**src/rtl/opalign_pkg.sv**
```systemverilog
`timescale 1ns/1ps
package opalign_pkg;

  localparam int LANES  = 4;
  localparam int BYTE_W = 8;

  typedef enum logic [1:0] {
    SZ_BYTE  = 2'd0,
    SZ_HALF  = 2'd1,
    SZ_WORD  = 2'd2,
    SZ_BURST = 2'd3
  } opsize_e;

  localparam logic [1:0] PW_32  = 2'd0;
  localparam logic [1:0] PW_8   = 2'd1;
  localparam logic [1:0] PW_16  = 2'd2;

  // lane 0 is the most significant byte
  function automatic logic [7:0] lane_of(input logic [31:0] w, input logic [1:0] l);
    return w[(3 - int'(l)) * BYTE_W +: BYTE_W];
  endfunction

  function automatic logic addr_ok(input logic [1:0] sz, input logic [1:0] lo);
    case (sz)
      SZ_BYTE: return 1'b1;
      SZ_HALF: return ~lo[0];
      default: return lo == 2'b00;
    endcase
  endfunction

  function automatic logic [1:0] first_off(input logic [1:0] sz, input logic [1:0] lo);
    case (sz)
      SZ_BYTE: return lo;
      SZ_HALF: return {lo[1], 1'b0};
      default: return 2'b00;
    endcase
  endfunction

  function automatic logic [2:0] op_len(input logic [1:0] sz);
    case (sz)
      SZ_BYTE: return 3'd1;
      SZ_HALF: return 3'd2;
      default: return 3'd4;
    endcase
  endfunction

  // bytes a port of the given width absorbs in one cycle
  function automatic logic [2:0] step_len(input logic [1:0] pw, input logic [1:0] off,
                                          input logic [2:0] left);
    case (pw)
      PW_8:    return 3'd1;
      PW_16:   return (off[0] || left == 3'd1) ? 3'd1 : 3'd2;
      default: return left;
    endcase
  endfunction

  function automatic logic [1:0] rd_lane(input logic [1:0] pw, input logic [1:0] pos);
    case (pw)
      PW_8:    return 2'd0;
      PW_16:   return {1'b0, pos[0]};
      default: return pos;
    endcase
  endfunction

  function automatic logic in_win(input logic [1:0] pos, input logic [1:0] off,
                                  input logic [2:0] len);
    return ({1'b0, pos} >= {1'b0, off}) && ({1'b0, pos} < ({1'b0, off} + len));
  endfunction

  // right-justified operand to a lane image of the word
  function automatic logic [31:0] place_op(input logic [1:0] sz, input logic [1:0] lo,
                                           input logic [31:0] wd);
    case (sz)
      SZ_BYTE: return {24'h0, wd[7:0]} << (BYTE_W * (3 - int'(lo)));
      SZ_HALF: return lo[1] ? {16'h0, wd[15:0]} : {wd[15:0], 16'h0};
      default: return wd;
    endcase
  endfunction

  // write byte for lane l: natural lane, else 16-bit copy, else 8-bit copy on lane 0
  function automatic logic [7:0] steer_byte(input logic [31:0] img, input logic [1:0] l,
                                            input logic [1:0] off, input logic [2:0] len);
    logic [1:0] half_pos;
    half_pos = {off[1], l[0]};
    if (in_win(l, off, len))                        return lane_of(img, l);
    if (!l[1] && in_win(half_pos, off, len))        return lane_of(img, half_pos);
    if (l == 2'd0)                                  return lane_of(img, off);
    return 8'h00;
  endfunction

endpackage

```
**src/rtl/opalign_gate.sv**
```systemverilog
`timescale 1ns/1ps
module opalign_gate
  import opalign_pkg::*;
(
  input  logic       clk,
  input  logic       rst_n,
  input  logic       req_valid,
  input  logic       busy,
  input  logic [1:0] req_size,
  input  logic [1:0] addr_lo,
  output logic       accept,
  output logic       misalign_q
);

  logic legal_w;
  logic refuse_w;

  assign legal_w  = addr_ok(req_size, addr_lo);
  assign accept   = req_valid && !busy && legal_w;
  assign refuse_w = req_valid && !busy && !legal_w;

  always_ff @(posedge clk or negedge rst_n) begin
    if (!rst_n) misalign_q <= 1'b0;
    else        misalign_q <= refuse_w;
  end

  // a flagged request never starts a transfer on the following cycle
  assert_flag_no_start_R1: assert property (@(posedge clk) disable iff (!rst_n)
    misalign_q |-> !$past(accept));

endmodule

```
**src/rtl/opalign_steer.sv**
```systemverilog
`timescale 1ns/1ps
module opalign_steer
  import opalign_pkg::*;
(
  input  logic [31:0] image,
  input  logic [1:0]  off,
  input  logic [2:0]  len,
  output logic [31:0] lanes
);

  for (genvar l = 0; l < LANES; l++) begin : g_lane
    localparam logic [1:0] LN = 2'(l);
    assign lanes[(LANES - 1 - l) * BYTE_W +: BYTE_W] = steer_byte(image, LN, off, len);
  end

  // lane 0 must always present the head of the pending bytes
  always_comb begin
    if (len != 3'd0)
      assert_lane0_head_R5: assert (lanes[31:24] == image[(3 - int'(off)) * BYTE_W +: BYTE_W]);
  end

endmodule

```
**src/rtl/opalign_seq.sv**
```systemverilog
`timescale 1ns/1ps
module opalign_seq
  import opalign_pkg::*;
#(
  parameter int ADDR_W = 32
) (
  input  logic              clk,
  input  logic              rst_n,
  input  logic              accept,
  input  logic [ADDR_W-1:0] req_addr,
  input  logic [1:0]        req_size,
  input  logic              req_we,
  input  logic [31:0]       req_wdata,
  input  logic              req_ctrl_int,
  input  logic              bus_ack,
  input  logic [1:0]        bus_port,
  input  logic [31:0]       bus_rdata,
  output logic              active,
  output logic              we_q,
  output logic              burst_q,
  output logic [ADDR_W-1:2] base_q,
  output logic [1:0]        off_q,
  output logic [2:0]        left_q,
  output logic [31:0]       image_q,
  output logic              done_q,
  output logic [31:0]       rd_data
);

  logic [1:0] size_q;
  logic [1:0] off0_q;
  logic       narrow_q;
  logic [1:0] pw_eff;
  logic [2:0] step_w;
  logic       beat_w;
  logic       last_w;

  assign pw_eff = narrow_q ? bus_port : PW_32;
  assign step_w = step_len(pw_eff, off_q, left_q);
  assign beat_w = active && bus_ack;
  assign last_w = beat_w && (step_w == left_q);

  always_ff @(posedge clk or negedge rst_n) begin
    if (!rst_n) begin
      active   <= 1'b0;
      we_q     <= 1'b0;
      burst_q  <= 1'b0;
      base_q   <= '0;
      off_q    <= 2'd0;
      off0_q   <= 2'd0;
      left_q   <= 3'd0;
      size_q   <= 2'd0;
      narrow_q <= 1'b0;
      image_q  <= 32'h0;
      done_q   <= 1'b0;
    end else begin
      done_q <= 1'b0;
      if (accept) begin
        active   <= 1'b1;
        we_q     <= req_we;
        burst_q  <= (req_size == SZ_BURST);
        base_q   <= req_addr[ADDR_W-1:2];
        off_q    <= first_off(req_size, req_addr[1:0]);
        off0_q   <= first_off(req_size, req_addr[1:0]);
        left_q   <= op_len(req_size);
        size_q   <= req_size;
        narrow_q <= req_ctrl_int;
        image_q  <= req_we ? place_op(req_size, req_addr[1:0], req_wdata) : 32'h0;
      end else if (beat_w) begin
        for (int p = 0; p < LANES; p++) begin
          if (!we_q && in_win(2'(p), off_q, step_w))
            image_q[(LANES - 1 - p) * BYTE_W +: BYTE_W] <= lane_of(bus_rdata, rd_lane(pw_eff, 2'(p)));
        end
        off_q  <= off_q + step_w[1:0];
        left_q <= left_q - step_w;
        if (last_w) begin
          active <= 1'b0;
          done_q <= 1'b1;
        end
      end
    end
  end

  always_comb begin
    case (size_q)
      SZ_BYTE: rd_data = {24'h0, lane_of(image_q, off0_q)};
      SZ_HALF: rd_data = {16'h0, lane_of(image_q, off0_q), lane_of(image_q, off0_q + 2'd1)};
      default: rd_data = image_q;
    endcase
  end

  assert_window_legal_R6: assert property (@(posedge clk) disable iff (!rst_n)
    active |-> (left_q != 3'd0) && (({1'b0, off_q} + left_q) <= 3'd4));

  assert_advance_R6: assert property (@(posedge clk) disable iff (!rst_n)
    (beat_w && !last_w) |=> active && (off_q != $past(off_q)) && (left_q < $past(left_q)));

  assert_ext_single_R7: assert property (@(posedge clk) disable iff (!rst_n)
    (beat_w && !narrow_q) |=> !active && done_q);

  assert_done_after_ack_R9: assert property (@(posedge clk) disable iff (!rst_n)
    done_q |-> $past(beat_w) && !active);

endmodule

```
**src/rtl/bus_operand_aligner.sv**
```systemverilog
`timescale 1ns/1ps
module bus_operand_aligner
  import opalign_pkg::*;
#(
  parameter int ADDR_W = 32
) (
  input  logic              clk,
  input  logic              rst_n,
  input  logic              req_valid,
  input  logic [ADDR_W-1:0] req_addr,
  input  logic [1:0]        req_size,
  input  logic              req_we,
  input  logic [31:0]       req_wdata,
  input  logic              req_ctrl_int,
  output logic              busy,
  output logic              misalign,
  output logic              done,
  output logic [31:0]       rd_data,
  output logic              bus_req,
  output logic              bus_we,
  output logic              bus_burst,
  output logic [ADDR_W-1:0] bus_addr,
  output logic [2:0]        bus_len,
  output logic [31:0]       bus_wdata,
  input  logic              bus_ack,
  input  logic [1:0]        bus_port,
  input  logic [31:0]       bus_rdata
);

  logic              accept;
  logic              active;
  logic              we_q;
  logic              burst_q;
  logic [ADDR_W-1:2] base_q;
  logic [1:0]        off_q;
  logic [2:0]        left_q;
  logic [31:0]       image_q;
  logic [31:0]       lanes_w;

  opalign_gate u_gate (
    .clk        (clk),
    .rst_n      (rst_n),
    .req_valid  (req_valid),
    .busy       (active),
    .req_size   (req_size),
    .addr_lo    (req_addr[1:0]),
    .accept     (accept),
    .misalign_q (misalign)
  );

  opalign_seq #(.ADDR_W(ADDR_W)) u_seq (
    .clk          (clk),
    .rst_n        (rst_n),
    .accept       (accept),
    .req_addr     (req_addr),
    .req_size     (req_size),
    .req_we       (req_we),
    .req_wdata    (req_wdata),
    .req_ctrl_int (req_ctrl_int),
    .bus_ack      (bus_ack),
    .bus_port     (bus_port),
    .bus_rdata    (bus_rdata),
    .active       (active),
    .we_q         (we_q),
    .burst_q      (burst_q),
    .base_q       (base_q),
    .off_q        (off_q),
    .left_q       (left_q),
    .image_q      (image_q),
    .done_q       (done),
    .rd_data      (rd_data)
  );

  opalign_steer u_steer (
    .image (image_q),
    .off   (off_q),
    .len   (left_q),
    .lanes (lanes_w)
  );

  assign busy      = active;
  assign bus_req   = active;
  assign bus_we    = active && we_q;
  assign bus_burst = active && burst_q;
  assign bus_addr  = {base_q, off_q};
  assign bus_len   = active ? left_q : 3'd0;
  assign bus_wdata = (active && we_q) ? lanes_w : 32'h0;

  assert_misalign_idle_R1: assert property (@(posedge clk) disable iff (!rst_n)
    misalign |-> !busy && !bus_req);

  assert_start_len_R3: assert property (@(posedge clk) disable iff (!rst_n)
    $rose(bus_req) |-> (bus_len == 3'd1) || (bus_len == 3'd2) || (bus_len == 3'd4));

  assert_refuse_busy_R10: assert property (@(posedge clk) disable iff (!rst_n)
    (busy && req_valid && !bus_ack) |=> $stable(bus_addr) && $stable(bus_len));

  assert_done_clean_R9: assert property (@(posedge clk) disable iff (!rst_n)
    done |=> !done);

endmodule

```
**config.mk**
```make
export PLATFORM = sky130hd
export DESIGN_NAME = bus_operand_aligner
export DESIGN_NICKNAME = d
export VERILOG_FILES = /design/src/rtl/opalign_pkg.sv /design/src/rtl/opalign_gate.sv /design/src/rtl/opalign_steer.sv /design/src/rtl/opalign_seq.sv /design/src/rtl/bus_operand_aligner.sv
export SDC_FILE = /design/constraint.sdc
export NUM_CORES = 1
export LEC_CHECK = 0
export BUFFER_PORTS_ARGS = -buffer_cell sky130_fd_sc_hd__buf_2
export CAP_MARGIN = 10
export CORE_MARGIN = 3
export CORE_UTILIZATION = 51
export CTS_CLUSTER_SIZE = 40
export DETAILED_ROUTE_END_ITERATION = 12
export PLACE_DENSITY = 0.83
export SLEW_MARGIN = 20
export SYNTH_ARGS = -nofsm -noshare
export SYNTH_HDL_FRONTEND = slang
export SYNTH_SLANG_ARGS = --single-unit
```
**constraint.sdc**
```tcl
create_clock -name clk -period 4.05 [get_ports clk]
set_input_delay 0.405 -clock clk [delete_from_list [all_inputs] [get_ports clk]]
set_output_delay 0.405 -clock clk [all_outputs]
set_load 0.01 [all_outputs]
```
# After elaboration in Yosys (flattened, before gate mapping)
# Index checks and enable logic that the tools add are counted.
[word_totals]
in_bits = 106
elab_cells = 167
output_inout_bits = 105
reg_bits = 77
[op_classes]
n_mux = 66
bitwise = 1
add_sub_neg = 15
magnitude_cmp = 15
n_eq_ne = 7
shift = 10
reduce_logical = 38
[ops]
columns = ["operator", "count"]
rows = [
  ["variable part select 32 x 32 -> 8 bit", 9],
  ["two-way mux 32 bit", 5],
  ["two-way mux 8 bit", 17],
  ["case mux 32 bit (2 select lines)", 2],
  ["two-way mux 2 bit", 17],
  ["left shift 8 x 32 -> 32 bit", 1],
  ["subtractor 2 x 2 -> 3 bit, first input constant", 10],
  ["logical AND 1 bit", 19],
  ["two-way mux 1 bit", 17],
  ["< comparator 1 x 3 -> 1 bit, first input constant", 4],
  ["< comparator 2 x 3 -> 1 bit, first input constant", 4],
  ["case mux 3 bit (2 select lines)", 2],
  ["nonzero test 2 bit", 6],
  ["AND reduction 2 bit", 5],
  ["two-way mux 3 bit", 3],
  ["case mux 2 bit (2 select lines)", 2],
  ["adder 2 x 3 -> 3 bit", 2],
  ["== test 2 x 1 -> 1 bit, second input constant", 3],
  ["zero test 2 bit", 3],
  ["< comparator 2 x 3 -> 1 bit", 2],
  ["== test 2 bit, second input constant", 2],
  [">= comparator 1 x 2 -> 1 bit, first input constant", 2],
  [">= comparator 2 bit", 2],
  ["== test 3 x 1 -> 1 bit, second input constant", 1],
  ["10 further kinds", 12],
]

# Logic depth before layout (Yosys ltp)
[logic_depth]
ltp_word = 16
mapped_depth = 14
mapped_depth_nobuf = 11

# By module
# A second synthesis with hierarchy kept.
[hier_totals]
hier_cells = 604
area_unflattened_um2 = 5969.5
[by_module_without_submodules]
columns = ["module", "area_each_um2", "seq_area_each_um2", "n_inst", "cells_each"]
rows = [
  ["opalign_seq", 5116.2, 1901.8, 1, 503],
  ["opalign_steer", 496.7, 0.0, 1, 51],
  ["bus_operand_aligner", 294.0, 0.0, 1, 44],
  ["opalign_gate", 62.6, 25.0, 1, 6],
]

# Worst setup path after synthesis
# Ideal clock, no wire load.
[synth_timing]
kind = "input port to flip-flop"
start = "in bus_port[1]"
end = "reg u_seq.image_q[16]"
n_path_buf = 2
arrival_time_ps = 3154
stages = 13
setup_ps = 80
path_slack_ps = 817
required_time_ps = 3970
path_cell_list = "nand2_1 > inv_1 > ha_1 > buf_6 > clkbuf_1 > a211oi_1 > a21oi_1 > ha_1 > fa_1 > and3b_4 > nor3_2 > o41ai_4 > mux2i_1"
[synth_between]
elab_chain_len = 11
word_cells_on_any_way = 19
cone_classes = "2 x add/sub; 1 x order compare; 2 x eq/ne; 1 x shift; 9 x mux; 4 x reduce/logical"
[synth_rtl]
columns = ["item", "line_no", "text"]
rows = [
  ["from (decl)", "bus_operand_aligner.sv:26", "input logic [1:0] bus_port,"],
  ["two-way mux 2 bit *", "opalign_seq.sv:37", "assign pw_eff = narrow_q ? bus_port : PW_32;"],
  ["== test 2 x 1 -> 1 bit", "opalign_pkg.sv:50, opalign_pkg.sv:58", ""],
  ["two-way mux 1 bit", "opalign_pkg.sv:58", "case (pw)"],
  ["two-way mux 2 bit", "opalign_seq.sv:70", "if (!we_q && in_win(2'(p), off_q, step_w))"],
  ["two-way mux 2 bit", "opalign_seq.sv:68", "end else if (beat_w) begin"],
  ["two-way mux 2 bit", "opalign_seq.sv:57", "if (accept) begin"],
  ["subtractor 2 x 2 -> 3 bit", "opalign_pkg.sv:20", "return w[(3 - int'(l)) * BYTE_W +: BYTE_W];"],
  ["variable part select 32 x 32 -> 8 bit", "opalign_pkg.sv:20", ""],
  ["two-way mux 8 bit", "opalign_seq.sv:70", ""],
  ["two-way mux 32 bit", "opalign_seq.sv:68", ""],
  ["two-way mux 32 bit", "opalign_seq.sv:57", ""],
  ["to (signal assigned)", "opalign_seq.sv:67", "image_q <= req_we ? place_op(req_size, req_addr[1:0], req_wdata) : 32'h0;"],
  ["to (signal, indexed assignment)", "opalign_seq.sv:71", "image_q[(LANES - 1 - p) * BYTE_W +: BYTE_W] <= lane_of(bus_rdata, rd_lane(pw_eff, 2'(p)));"],
  ["to (decl)", "opalign_seq.sv:24", "output logic [31:0] image_q,"],
]
# Mark *: on every way between the ends. The rest lies on a longest branch, timed or not. The select of a mux whose other input is x is not followed.
# A chain may end at the register's enable or synchronous reset.

# Worst setup path in the final report
[layout_timing]
start = "reg u_seq.off_q[0]"
end = "out bus_wdata[20]"
[layout_between]
elab_chain_len = 8
word_cells_on_any_way = 14
cone_classes = "1 x add/sub; 4 x order compare; 7 x mux; 2 x reduce/logical"
[layout_rtl]
columns = ["item", "line_no", "text"]
rows = [
  ["from (decl)", "opalign_seq.sv:22", "output logic [1:0] off_q,"],
  ["from (signal assigned)", "opalign_seq.sv:62", "off_q <= first_off(req_size, req_addr[1:0]);"],
  ["from (signal assigned)", "opalign_seq.sv:73", "off_q <= off_q + step_w[1:0];"],
  ["adder 2 x 3 -> 3 bit", "opalign_pkg.sv:67", "return ({1'b0, pos} >= {1'b0, off}) && ({1'b0, pos} < ({1'b0, off} + len));"],
  ["< comparator 2 x 3 -> 1 bit", "-", ""],
  ["logical AND 1 bit", "-", ""],
  ["two-way mux 1 bit (2 in a row)", "opalign_pkg.sv:86", "if (!l[1] && in_win(half_pos, off, len)) return lane_of(img, half_pos);"],
  ["two-way mux 8 bit", "opalign_pkg.sv:87", "if (l == 2'd0) return lane_of(img, off);"],
  ["two-way mux 8 bit *", "opalign_pkg.sv:86", ""],
  ["two-way mux 32 bit *", "bus_operand_aligner.sv:87", "assign bus_wdata = (active && we_q) ? lanes_w : 32'h0;"],
  ["to (decl)", "bus_operand_aligner.sv:24", "output logic [31:0] bus_wdata,"],
]
# Marked as above.

==> results.txt <==
die width = 115 um
proportion of layout cells with a drive suffix above 1 = 30.8%
Final Max Tran Viols = 0
Clock transition at path regs = 0.06 ns
maximum clock rate = 0.281 GHz
DRT antenna net count = 0
critical path type = flip-flop to primary output
port bufs = 210
multi-input logic area = 3690 um2
commonest non-fill, non-tap cell in the layout = buf_2
status = finished clean
Resize count post-CTS = 0
row cnt = 39
Final HPWL DP = 15.1 mm
Sw Pwr = 2.89 mW
synthesized net count = 831
Least-Margin Pin Slew = 1.01 ns
# diodes = 0
most frequent cells in the layout = 209 x buf_2, 139 x nand2_1, 75 x dfrtp_1
setup bufs post-CTS = 0
aggregate global routing overflow = 0
end of the worst register-to-register path = u_seq.image_q[21]$_DFFE_PN0P_
Syn Area/Cell = 8.48 um2
clock tree buffer depth = 2
Reg power frac = 29.7%
Skew-Pair Late Insertion Delay = 0.33 ns
CP arrival = 3.15 ns
DP Worst Slack = 0.807 ns
RSZ-0062 raised after global routing = no
Nets = 1,000
Die Y = 115 um
DIE AREA = 13,200 um2
final hold violation count = 0
placed cell area = 7040 um2
DR iter-0 viols = 991
initial antenna violation count = 0
Top FF cell, synth = dfrtp_1
vias per std cell = 6.17
Avg WL per Cell = 19.4 um
Static Leak = 3.85 nW
design area = 7320 um2
Comb power frac = 57.4%
post-route setup slack = 0.495 ns
Core Area = 11,500 um2
final setup violating endpoints = 0
fin util = 63.6%
Root Driver = clkbuf_16
final worst clock skew = 0.00911 ns
Synth Register Bits = 77
CTS buffer count = 9
Post-synth ARST share = 100%
Tcrit/Tclk final = 87.8%
sequential cell area fraction in the yosys report = 31.8%
post-synth cell types = 66
reg2reg start = u_seq.off_q[0]$_DFFE_PN0P_
Residual DRC = 0
CP required = 3.64 ns
Int Pwr = 3.10 mW
min-delay worst type = input pin to asynchronous set/reset pin
first-pass GRT wire length = 31.6 mm
htree depth = 3
Synth-to-Final Area Change = 20.6%
vias in the first global route = 5,975
drt first pass iters = 6
EDFF count, synth = 0
crit end category = primary output
synth top area cells = dfrtp_1 32%, mux2i_1 9.4%, nand2_1 8.6%
Netlist Area Pre-Place = 6070 um2
largest net degree at the start of global routing = 78
setup TNS = 0 ns
Max transition margin = 32.9%
Total Wirelength = 20.1 mm
post-synth top area cell = dfrtp_1
maximum VDD drop = 0.000440 V
number of filler cells placed in the layout = 986
hold_buf cts = 0
clk sink count = 77
IO Count = 211
CTS tree = done
Net Sw Frac = 48.2%
maxcap violations = 0
Overall Global Routing Usage = 30.1%
post-synth top area share = 31.8%
PwrDens = 818 nW/um2
vias = 6,378
CP startpoint kind = flip-flop
CP max FO = 17
synth warn = 0
Cells after Synth = 716
hold slack final = 0.206 ns
clock share of power = 12.9%
register area = 1930 um2
routability cong. = 0.980
reg2reg path depth = 9
Initial Util = 52.7%
flop2flop setup slack = 0.69 ns
Final min period = 3.56 ns
[Yosys cell counts (17+ instances only)]
cell        n
nand2_1   139
dfrtp_1    77
mux2i_1    57
and2_1     36
inv_1      35
a21oi_1    29
clkbuf_1   25
buf_2      21
nand3_1    20
and3_1     19
o211ai_1   17
o21ai_0    17
o31ai_1    17
[worst max-delay path: stages (launching register included)]
cell	delay [ns]
dfrtp_1	0.86
ha_1	0.26
inv_1	0.05
fa_1	0.38
xor2_1	0.17
nor2_1	0.46
nand2_1	0.17
a22oi_1	0.28
buf_2	0.20
[flip-flops by register name, summed over array words and instances (netlist names), 2 cells and up]
signal,flops
u_seq.image_q,32
u_seq.base_q,30
u_seq.left_q,3
u_seq.off0_q,2
u_seq.off_q,2
u_seq.size_q,2
[per-layer routing]
| layer | vias up | track usage [%] | routed length [um] |
|---|---|---|---|
| met2 | 477 | 46.8 | 9190 |
| li1 | 2911 | - | - |
| met3 | 42 | 7.16 | 2370 |
| met4 | 0 | 8.53 | 532 |
| met1 | 2948 | 42.1 | 7990 |
| met5 | - | 0 | 0 |
[how the worst max path moves through the flow]
stage | startpoint | endpoint | slack, ns | cells after the start
after floorplan | bus_port[1] | u_seq.image_q[16]$_DFFE_PN0P_ | 0.82 | 13
after global placement | u_seq.off_q[0]$_DFFE_PN0P_ | bus_wdata[16] | 0.83 | 8
after detailed placement | bus_port[1] | u_seq.image_q[18]$_DFFE_PN0P_ | 0.81 | 11
after CTS | u_seq.off_q[0]$_DFFE_PN0P_ | bus_wdata[20] | 0.48 | 8
after global routing | u_seq.off_q[0]$_DFFE_PN0P_ | bus_wdata[20] | 0.20 | 8
final | u_seq.off_q[0]$_DFFE_PN0P_ | bus_wdata[20] | 0.49 | 8
[stage by stage]
stage                     power, mW  instances
after floorplan                3.99        716
after global placement         5.07       1017
after detailed placement       5.14       1017
after CTS                      5.93       1033
after global routing           6.43       1033
final                          5.99       1033
[power by group through the flow]
stage | Clock [mW] | Combinational [mW] | Sequential [mW]
after floorplan | 0 | 2.48 | 1.52
after global placement | 0 | 3.33 | 1.74
after detailed placement | 0 | 3.39 | 1.75
after CTS | 0.779 | 3.41 | 1.74
after global routing | 0.820 | 3.78 | 1.84
final | 0.770 | 3.44 | 1.78
[final cells by class]
cell class	count	share of cell area (%)
flip-flops and latches	77	26.4
multi-input cells	544	50.4
clock inverters	7	0.752
inverters	36	1.85
well taps	143	2.44
clock buffers	9	3.08
repair buffers	217	15.1
[cell families after synthesis]
family                   Yosys count  share of synthesized area, %
flip-flops                        77                          31.8
XOR/XNOR                           2                         0.289
multiplexers                      72                          13.7
AND/OR/NAND/NOR                  272                          22.7
buffers and inverters             95                          7.42
adder cells (fa/ha/maj)            9                          2.23
AO/OA/AOI/OAI                    189                          22.0
Power figures use the tool's default switching activity.
